$ cat config.mk
export PLATFORM = sky130hd
export DESIGN_NAME = uart_rate_gen
export DESIGN_NICKNAME = d
export VERILOG_FILES = /design/src/rtl/brg_pkg.sv /design/src/rtl/brg_cfg_reg.sv /design/src/rtl/brg_term_cnt.sv /design/src/rtl/uart_rate_gen.sv
export SDC_FILE = /design/constraint.sdc
export NUM_CORES = 1
export LEC_CHECK = 0
export BUFFER_PORTS_ARGS = -buffer_cell sky130_fd_sc_hd__buf_2
export CORE_MARGIN = 8
export CORE_UTILIZATION = 50
export DETAILED_ROUTE_END_ITERATION = 12
export HOLD_SLACK_MARGIN = 0.06
export PLACE_DENSITY = 0.82
export SLEW_MARGIN = 15
export SYNTH_ARGS = -nofsm -noshare
export SYNTH_HDL_FRONTEND = slang
export SYNTH_HIERARCHICAL = 1
export SYNTH_SLANG_ARGS = --single-unit
$ cat constraint.sdc
create_clock -name clk -period 3 [get_ports clk]
set_input_delay 0.6 -clock clk [delete_from_list [all_inputs] [get_ports clk]]
set_output_delay 0.6 -clock clk [all_outputs]
set_load 0.1 [all_outputs]
$ cat src/rtl/brg_pkg.sv
package brg_pkg;

    localparam int DATA_W    = 8;
    localparam int PSEL_W    = 2;
    localparam int RSEL_W    = 3;
    localparam int PSEL_LSB  = 4;
    localparam int RSEL_LSB  = 0;
    localparam int PRESC_MAX = 13;
    localparam int PC_W      = $clog2(PRESC_MAX);
    localparam int DC_W      = (1 << RSEL_W) - 1;
    localparam int OSR       = 16;
    localparam int OC_W      = $clog2(OSR);

    typedef struct packed {
        logic [PSEL_W-1:0] psel;
        logic [RSEL_W-1:0] rsel;
    } rate_cfg_t;

    // terminal count of the prescaler (divisor minus one)
    function automatic logic [PC_W-1:0] presc_last(input logic [PSEL_W-1:0] psel);
        logic [PC_W-1:0] r;
        case (psel)
            2'd0:    r = PC_W'(0);
            2'd1:    r = PC_W'(2);
            2'd2:    r = PC_W'(3);
            default: r = PC_W'(PRESC_MAX - 1);
        endcase
        return r;
    endfunction

    // terminal count of the power-of-two stage: 2^n - 1
    function automatic logic [DC_W-1:0] div_last(input logic [RSEL_W-1:0] rsel);
        logic [DC_W:0] one_hot;
        one_hot = (DC_W+1)'(1) << rsel;
        return DC_W'(one_hot - 1'b1);
    endfunction

    function automatic logic [DATA_W-1:0] cfg_to_byte(input rate_cfg_t c);
        logic [DATA_W-1:0] b;
        b = '0;
        b[PSEL_LSB +: PSEL_W] = c.psel;
        b[RSEL_LSB +: RSEL_W] = c.rsel;
        return b;
    endfunction

    function automatic rate_cfg_t byte_to_cfg(input logic [DATA_W-1:0] b);
        rate_cfg_t c;
        c.psel = b[PSEL_LSB +: PSEL_W];
        c.rsel = b[RSEL_LSB +: RSEL_W];
        return c;
    endfunction

endpackage

$ cat src/rtl/brg_cfg_reg.sv
module brg_cfg_reg
    import brg_pkg::*;
#(
    parameter int DW = DATA_W
) (
    input  logic          clk,
    input  logic          rst,
    input  logic          wr_en,
    input  logic [DW-1:0] wr_data,
    output rate_cfg_t     cfg,
    output logic          restart,
    output logic [DW-1:0] rd_data
);

    always_ff @(posedge clk) begin
        if (rst)
            cfg <= '0;
        else if (wr_en)
            cfg <= byte_to_cfg(wr_data);
    end

    assign restart = wr_en && !rst;
    assign rd_data = cfg_to_byte(cfg);

    AST_RESET_CLEARS: assert property (@(posedge clk)
        rst |=> (rd_data == '0));

    AST_WRITE_TAKES: assert property (@(posedge clk) disable iff (rst)
        wr_en |=> (rd_data == ($past(wr_data) & 8'h37)));

endmodule

$ cat src/rtl/brg_term_cnt.sv
module brg_term_cnt #(
    parameter int W = 4
) (
    input  logic         clk,
    input  logic         rst,
    input  logic         restart,
    input  logic         step,
    input  logic [W-1:0] last,
    output logic         hit
);

    logic [W-1:0] cnt;
    logic         at_last;

    assign at_last = (cnt == last);
    assign hit     = step && at_last;

    always_ff @(posedge clk) begin
        if (rst || restart)
            cnt <= '0;
        else if (step)
            cnt <= at_last ? '0 : cnt + 1'b1;
    end

    AST_CNT_RANGE: assert property (@(posedge clk) disable iff (rst)
        cnt <= last);

    AST_HIT_WRAPS: assert property (@(posedge clk) disable iff (rst)
        hit |=> (cnt == '0));

endmodule

$ cat src/rtl/uart_rate_gen.sv
module uart_rate_gen
    import brg_pkg::*;
#(
    parameter int OVERSAMPLE = OSR
) (
    input  logic              clk,
    input  logic              rst,
    input  logic              wr_en,
    input  logic [DATA_W-1:0] wr_data,
    output logic [DATA_W-1:0] rd_data,
    output logic              rx_en,
    output logic              tx_en
);

    localparam int OS_W = (OVERSAMPLE > 1) ? $clog2(OVERSAMPLE) : 1;

    rate_cfg_t cfg;
    logic      restart;
    logic      pre_tick;

    brg_cfg_reg #(.DW(DATA_W)) u_cfg (
        .clk     (clk),
        .rst     (rst),
        .wr_en   (wr_en),
        .wr_data (wr_data),
        .cfg     (cfg),
        .restart (restart),
        .rd_data (rd_data)
    );

    brg_term_cnt #(.W(PC_W)) u_presc (
        .clk     (clk),
        .rst     (rst),
        .restart (restart),
        .step    (1'b1),
        .last    (presc_last(cfg.psel)),
        .hit     (pre_tick)
    );

    brg_term_cnt #(.W(DC_W)) u_pow2 (
        .clk     (clk),
        .rst     (rst),
        .restart (restart),
        .step    (pre_tick),
        .last    (div_last(cfg.rsel)),
        .hit     (rx_en)
    );

    generate
        if (OVERSAMPLE > 1) begin : g_os
            brg_term_cnt #(.W(OS_W)) u_os (
                .clk     (clk),
                .rst     (rst),
                .restart (restart),
                .step    (rx_en),
                .last    (OS_W'(OVERSAMPLE - 1)),
                .hit     (tx_en)
            );
        end else begin : g_no_os
            assign tx_en = rx_en;
        end
    endgenerate

    AST_TX_ON_RX: assert property (@(posedge clk) disable iff (rst)
        tx_en |-> rx_en);

    AST_RESTART_QUIET: assert property (@(posedge clk) disable iff (rst)
        wr_en |=> !tx_en);

    AST_SINGLE_RX: assert property (@(posedge clk) disable iff (rst)
        (rx_en && !wr_en && (cfg != '0)) |=> !rx_en);

    AST_FASTEST_CONT: assert property (@(posedge clk) disable iff (rst)
        (rd_data == '0) |-> rx_en);

endmodule

==> results of run 1 <==
logic make-up (layout without fill, tap and decap cells):
| family | Yosys count | count (layout) |
|---|---|---|
| and+or+nand+nor | 38 | 38 |
| buffers and inverters | 17 | 30 |
| muxes | 8 | 8 |
| other | 2 | 14 |
| adders and majority gates | 5 | 5 |
| xor gates and xnor gates | 23 | 23 |
| DFF | 20 | 20 |
| AOI/OAI and AO/OA | 25 | 25 |
synthesized netlist by cell type, types with 3 or more instances:
| library cell | number |
|---|---|
| mux2i_1 | 6 |
| a2111oi_1 | 3 |
| a21oi_1 | 5 |
| dfxtp_1 | 20 |
| xor2_1 | 18 |
| nor2_1 | 8 |
| nand2_1 | 6 |
| ha_1 | 5 |
| xnor2_1 | 5 |
| nand4_1 | 4 |
| a2111oi_2 | 5 |
| a21o_2 | 3 |
| buf_4 | 8 |
layout make-up:
type	count	share of cell area [%]
clock buffer	3	1.45
timing repair buffer	25	11.8
inverter	2	0.483
tap	31	2.50
multi-input combinational	113	57.8
sequential	20	26.0
where the power goes:
group | leakage [nW] | internal (mW) | switching (mW)
registers | 0.163 | 0.273 | 0.0127
logic | 0.543 | 0.0737 | 0.122
clock network | 0.0138 | 0.0466 | 0.0765
sequential cells by signal, indices dropped and copies added, names as in the netlist:
register	count
g_os.u_os/cnt	4
u_cfg/cfg	5
u_presc/cnt	4
u_pow2/cnt	7
critical path, stage by stage, from the launching register on:
cell and delay (ns):
dfxtp_4 0.38, inv_2 0.04, ha_4 0.25, inv_1 0.04, xor2_1 0.15, nor3_2 0.20
and2_4 0.17, and4_4 0.20, and2_4 0.17, and2_4 0.15, and2_4 0.15, buf_12 0.17
metal layers:
metal | GRT usage [%] | vias to the layer above | wire length (um)
met1 | 14.5 | 493 | 1120
met4 | 3.58 | 0 | 20
met2 | 19.2 | 27 | 1280
met5 | 0 | - | 0
met3 | 3.44 | 2 | 133
li1 | - | 522 | -
timing repair:
action                     in CTS  in global routing
setup endpoints to repair       1                  1
gates resized for setup         0                  4
setup buffers                   1                  6
hold buffers                    0                  0
pin swaps                       0                  2
through the flow:
| step | power, mW | setup TNS (ns) | utilization [%] | worst slack (ns) |
|---|---|---|---|---|
| 2_1_floorplan | 0.441 | -0.148 | - | -0.148 |
| 3_3_place_gp | 0.464 | 0 | 54.8 | 0.299 |
| 3_5_place_dp | 0.469 | 0 | 54.8 | 0.256 |
| 4_1_cts | 0.593 | 0 | 56.0 | 0.00717 |
| 5_1_grt | 0.636 | -0.0480 | 58.3 | -0.0480 |
| 6_report | 0.604 | 0 | 58.3 | 0.0531 |
worst min path at each step:
stage | slack, ns | cells after the start | from | end
6_report | 0.54 | 3 | wr_data[0] | u_cfg/cfg[0]$_SDFFE_PP0P_
2_1_floorplan | 0.48 | 2 | u_cfg/cfg[3]$_SDFFE_PP0P_ | u_cfg/cfg[3]$_SDFFE_PP0P_
4_1_cts | 0.54 | 3 | wr_data[2] | u_cfg/cfg[2]$_SDFFE_PP0P_
5_1_grt | 0.55 | 3 | wr_data[2] | u_cfg/cfg[2]$_SDFFE_PP0P_
3_3_place_gp | 0.50 | 2 | u_cfg/cfg[3]$_SDFFE_PP0P_ | u_cfg/cfg[3]$_SDFFE_PP0P_
3_5_place_dp | 0.53 | 2 | u_cfg/cfg[3]$_SDFFE_PP0P_ | u_cfg/cfg[3]$_SDFFE_PP0P_
==> qor.yml, run 1 <==
setup_path:
  endpoint_kind: "output pin"
  crit-reg2reg-capture: "g_os.u_os/cnt[3]$_SDFFE_PP0P_"
  timing.rr.start: "u_cfg/cfg[3]$_SDFFE_PP0P_"
  worst_setup_path_startpoint: "u_cfg/cfg[3]$_SDFFE_PP0P_"
  timing.reg2reg.worst_path_depth: 13
  arrival_ns: 2.35
  crit_path_end: "tx_en"
  timing_worst_setup_path_type: "reg2out"
  worstPathRequired_ns: 2.40
  critPathMaxFanout: 6
  setup.worst_path.start_class: "flop"
  rrSetupSlack_ns: 0.50
layout:
  post_layout_nonfiller_instances: 194
  n_antenna_cell: 0
  layout.cells.most_common: "dfxtp_1"
  final_layout_size_suffix_gt1_share_pct: 33.7
  synth_to_final_area_change_pct: 15.2
  most-common-layout-cells: "dfxtp_1, xor2_1, conb_1"
  total_of_fill_cells_in_the_finished_design: 233
  regArea_sq_um: 404
  finalNetCount: 181
  area_taken_by_multi_input_logic_gates_sq_um: 897
  final_cell_area_excluding_filler_cells_sq_um: 1550
place:
  numPlacedInstances: 184
  port_buffers: 14
  place_congestion: 0.876
  dpl.hpwl_um: 1850
  postPlaceCellArea_sq_um: 1460
die:
  io-pin-count: 21
  dieArea_sq_um: 4610
  initial_core_util_pct: 50.6
  die_x_um: 67.9
  chipHeight_um: 67.9
  design.core.area_sq_um: 2660
  std_cell_rows: 19
yosys:
  synth_simple_gate_area_share_pct: 18.1
  synth_top_family_by_area: "simple AND/OR/NAND/NOR gates"
  compound_cell_area_share_of_the_yosys_netlist_pct: 17.5
  synth_cell_type_count: 39
  synth_warnings: 6
  ys.flop_type: "dfxtp_1"
  synth.mux.area_fraction_pct: 6.13
  syn-cell-area_sq_um: 1350
  synth_enable_flop_cells: 0
  post_synth.cell_area_avg_sq_um: 9.76
  synth_cells: 138
  ys_ff_latch: 20
  share_of_the_yosys_chip_area_belonging_to_registers_pct: 29.7
  top_post_synthesis_cells_by_area: "dfxtp_1, xor2_1, a2111oi_2"
  synth_xor_area_share_pct: 14.9
  synth_area_leader_cell: "dfxtp_1"
  yosys.area.top_type_share_pct: 29.7
  adder_cell_area_share_of_the_yosys_netlist_pct: 4.64
  synth_async_sr_flop_share_pct: 0
sta:
  skew_ns: 0.00348
  finalCritPeriodShare_pct: 98.2
  final.min_clock_period_ns: 2.95
  fin_hold_ws_ns: 0.539
  timing.fmax_mhz: 339
  final-setup-viol-count: 0
  finalMaxSlewViolations: 0
  report.final.hold_viol_count: 0
global_routing:
  grt_use_total_pct: 11.7
  grt_max_degree: 18
  antenna_found_initial: 0
  globalRouteOverflowTotal: 0
  first_global_vias: 990
  grt_pass1_wl_um: 4350
power:
  power_density_nw_per_um2: 389
  p_leak_nw: 0.720
  vdd_drop_max_uv: 361
run:
  cap_violations: 0
routing:
  route.vias.total: 1044
  detail_route.first_pass.iterations: 4
  first_iter_violations: 40
  drc: 0
  wl_per_cell_um: 13.2
  number_of_routed_nets_with_antenna_violations: 0
  drt-total-wl_um: 2560
  detail_routed_via_count_per_cell: 5.38
clocking:
  htree_levels: 1
  clk-insertion-delay-late_ns: 0.29
  numClockSinks: 20
  clkTransAtPathRegs_ns: 0.11
  clk_tree_root_cell: "clkbuf_4"
  cts_buffer_depth: 2
  clock_tree_from_tritoncts: "done"
  cts_made_buffers: 3
min_path:
  holdCritPathClass: "in2reg"
run_status:
  outcome: "complete, no violations"
Note: power is estimated with default switching activity, not from simulation.
==> run 2, diff against run 1 <==
--- a/config.mk
+++ b/config.mk
@@ -6,6 +6,8 @@
 export NUM_CORES = 1
 export LEC_CHECK = 0
 export BUFFER_PORTS_ARGS = -buffer_cell sky130_fd_sc_hd__buf_2
+export CAP_MARGIN = 20
+export CORE_ASPECT_RATIO = 1.4
 export CORE_MARGIN = 8
 export CORE_UTILIZATION = 50
 export DETAILED_ROUTE_END_ITERATION = 12
==> run 2 against run 1 <==
- sequential share of layout area decreased by 0.63 points
- clock skew is 0.0066 ns higher
- largest cell class unchanged
- sequential cell count is the same
- sequential power is essentially flat
- clock-buffer cell count unchanged
- via count is 1.5% lower
- power is 16% higher
- global-route usage increased by 0.11 points
- critical endpoint unchanged
- hold slack worse by 0.0082 ns
- combinational power about the same
- critical path depth unchanged
- maximum frequency up 1.1%
==> qor.yml, run 2 (synthesis gave the netlist of run 1 again) <==
run_status:
  outcome: "complete, no violations"
place:
  dpl.hpwl_um: 1920
  dp_worst_setup_slack_ns: 0.140
  port_buffers: 14
  place_congestion: 0.856
  numPlacedInstances: 189
setup_path:
  setup.worst_path.start_class: "flop"
  timing_worst_setup_path_type: "reg2out"
  critPathMaxFanout: 4
  worst_path_dominant_cell_family: "simple AND/OR/NAND/NOR gates"
  endpoint_kind: "output pin"
  timing.rr.start: "u_cfg/cfg[4]$_SDFFE_PP0P_"
  crit_path_end: "tx_en"
  critical-path-max-stage-delay_ns: 0.39
  critical_path_depth: 11
  chain_of_cells_forming_the_critical_path: "inv_4, ha_4, inv_2, xor2_2, nor3_2, and2_4, and4_4, and2_4, and2_4, and2_4, buf_12"
  crit_slowest_cell: "dfxtp_4"
  crit-reg2reg-capture: "g_os.u_os/cnt[2]$_SDFFE_PP0P_"
  rrSetupSlack_ns: 0.54
  worst_setup_path_startpoint: "u_cfg/cfg[3]$_SDFFE_PP0P_"
  timing.critical_path.buf_inv: 3
  timing.reg2reg.worst_path_depth: 11
  cell_repeated_most_along_the_worst_path: "and2_4"
  arrival_ns: 2.32
  worstPathRequired_ns: 2.40
sta:
  skew_ns: 0.0101
  setup_ws_ns: 0.0842
  tns_ns: 0
  finalMaxSlewViolations: 0
  rsz0062_at_grt: "yes"
  timing.fmax_mhz: 343
  report.final.hold_viol_count: 0
  final.min_clock_period_ns: 2.92
  finalCritPeriodShare_pct: 97.2
  final-setup-viol-count: 0
clocking:
  clock_tree_from_tritoncts: "done"
  htree_levels: 1
  cts_buffer_depth: 2
  numClockSinks: 20
  clkTransAtPathRegs_ns: 0.12
  cts_made_buffers: 3
  clk_tree_root_cell: "clkbuf_4"
  clk-insertion-delay-late_ns: 0.30
layout:
  largest_register: "u_pow2/cnt"
  synth_to_final_area_change_pct: 18.1
  largest_register_ffs: 7
  final_util_pct: 61.5
  total_of_fill_cells_in_the_finished_design: 231
  largest_registers: "u_pow2/cnt: 7 flops, u_cfg/cfg: 5 flops"
  final_layout_size_suffix_gt1_share_pct: 35.0
  post_layout_nonfiller_instances: 199
  finalNetCount: 180
  most-common-layout-cells: "dfxtp_1, xor2_1, conb_1"
  layout.cells.most_common: "dfxtp_1"
  regArea_sq_um: 404
  n_antenna_cell: 0
  area_taken_by_multi_input_logic_gates_sq_um: 905
global_routing:
  antenna_found_initial: 0
  first_global_vias: 1047
  grt_max_degree: 18
  grt_use_total_pct: 11.8
  grt_pass1_wl_um: 4490
  globalRouteOverflowTotal: 0
routing:
  drc: 0
  wl_per_cell_um: 13.3
  first_iter_violations: 28
  number_of_routed_nets_with_antenna_violations: 0
  detail_route.first_pass.iterations: 4
  drt-total-wl_um: 2640
  detail_routed_via_count_per_cell: 5.17
  route.vias.total: 1028
power:
  total_power_uw: 701
  vdd_drop_max_uv: 326
  p_leak_nw: 0.729
  power_density_nw_per_um2: 441
die:
  io-pin-count: 21
  chipHeight_um: 77.4
  initial_core_util_pct: 52.1
  std_cell_rows: 22
  design.core.area_sq_um: 2590
  die_x_um: 59.9
  dieArea_sq_um: 4640
run:
  cap_violations: 0
min_path:
  holdCritPathClass: "in2reg"
run 2: changes by cell type in the layout (fill, tap and decap cells not counted):
| cell | before | now |
|---|---|---|
| buf_4 | 11 | 10 |
| bufinv_16 | 0 | 1 |
| inv_1 | 1 | 0 |
| inv_4 | 0 | 1 |
| xor2_1 | 18 | 17 |
| xor2_2 | 0 | 1 |
run 2: per-layer routing:
| metal | track usage (%) | part of all wire [%] | vias to the layer above |
|---|---|---|---|
| li1 | - | - | 519 |
| met1 | 13.6 | 42 | 473 |
| met2 | 20.0 | 52 | 34 |
| met3 | 2.15 | 4.7 | 2 |
| met4 | 5.52 | 0.80 | 0 |
| met5 | 0 | 0 | - |
run 2: power by group:
part / total, mW / leakage [nW] / switching [mW] / internal (mW)
Sequential: 0.286 / 0.163 / 0.0131 / 0.273
Combinational: 0.194 / 0.538 / 0.123 / 0.0713
Clock: 0.220 / 0.0279 / 0.0855 / 0.135
run 2: how the worst min path moves through the flow:
stage                                   start  cells after the start  slack (ns)                   endpoint
finish                             wr_data[1]                      3        0.53  u_cfg/cfg[1]$_SDFFE_PP0P_
detailed placement  u_cfg/cfg[3]$_SDFFE_PP0P_                      2        0.53  u_cfg/cfg[3]$_SDFFE_PP0P_
global route                       wr_data[4]                      3        0.53  u_cfg/cfg[3]$_SDFFE_PP0P_
CTS                                wr_data[1]                      3        0.52  u_cfg/cfg[1]$_SDFFE_PP0P_
floorplan           u_cfg/cfg[3]$_SDFFE_PP0P_                      2        0.48  u_cfg/cfg[3]$_SDFFE_PP0P_
global placement    u_cfg/cfg[3]$_SDFFE_PP0P_                      2        0.50  u_cfg/cfg[3]$_SDFFE_PP0P_
run 2: tightest hold or removal path, delay by kind of cell:
family	cells	cell delay [ns]
buffers and inverters	1	0.08
muxes	1	0.06
and+or+nand+nor	1	0.07
run 2: timing repair:
item                                    CTS  global route
hold buffers                              0             0
endpoints found under the setup margin    1             1
pin swaps                                 3             2
buffers inserted                          4             2
gates resized for setup                   4             3
run 2: layout make-up:
class | instances | share of cell area [%]
Timing Repair Buffer | 24 | 11.0
Clock inverter | 1 | 1.89
Multi-Input combinational cell | 113 | 56.8
Clock buffer | 3 | 1.42
Sequential cell | 20 | 25.4
Tap cell | 36 | 2.83
Inverter | 2 | 0.629
run 2: through the flow:
stage / area (sq um) / hold WS, ns
floorplan: 1400 / 0.483
global placement: 1470 / 0.500
detailed placement: 1470 / 0.531
CTS: 1560 / 0.522
global route: 1590 / 0.526
finish: 1590 / 0.530
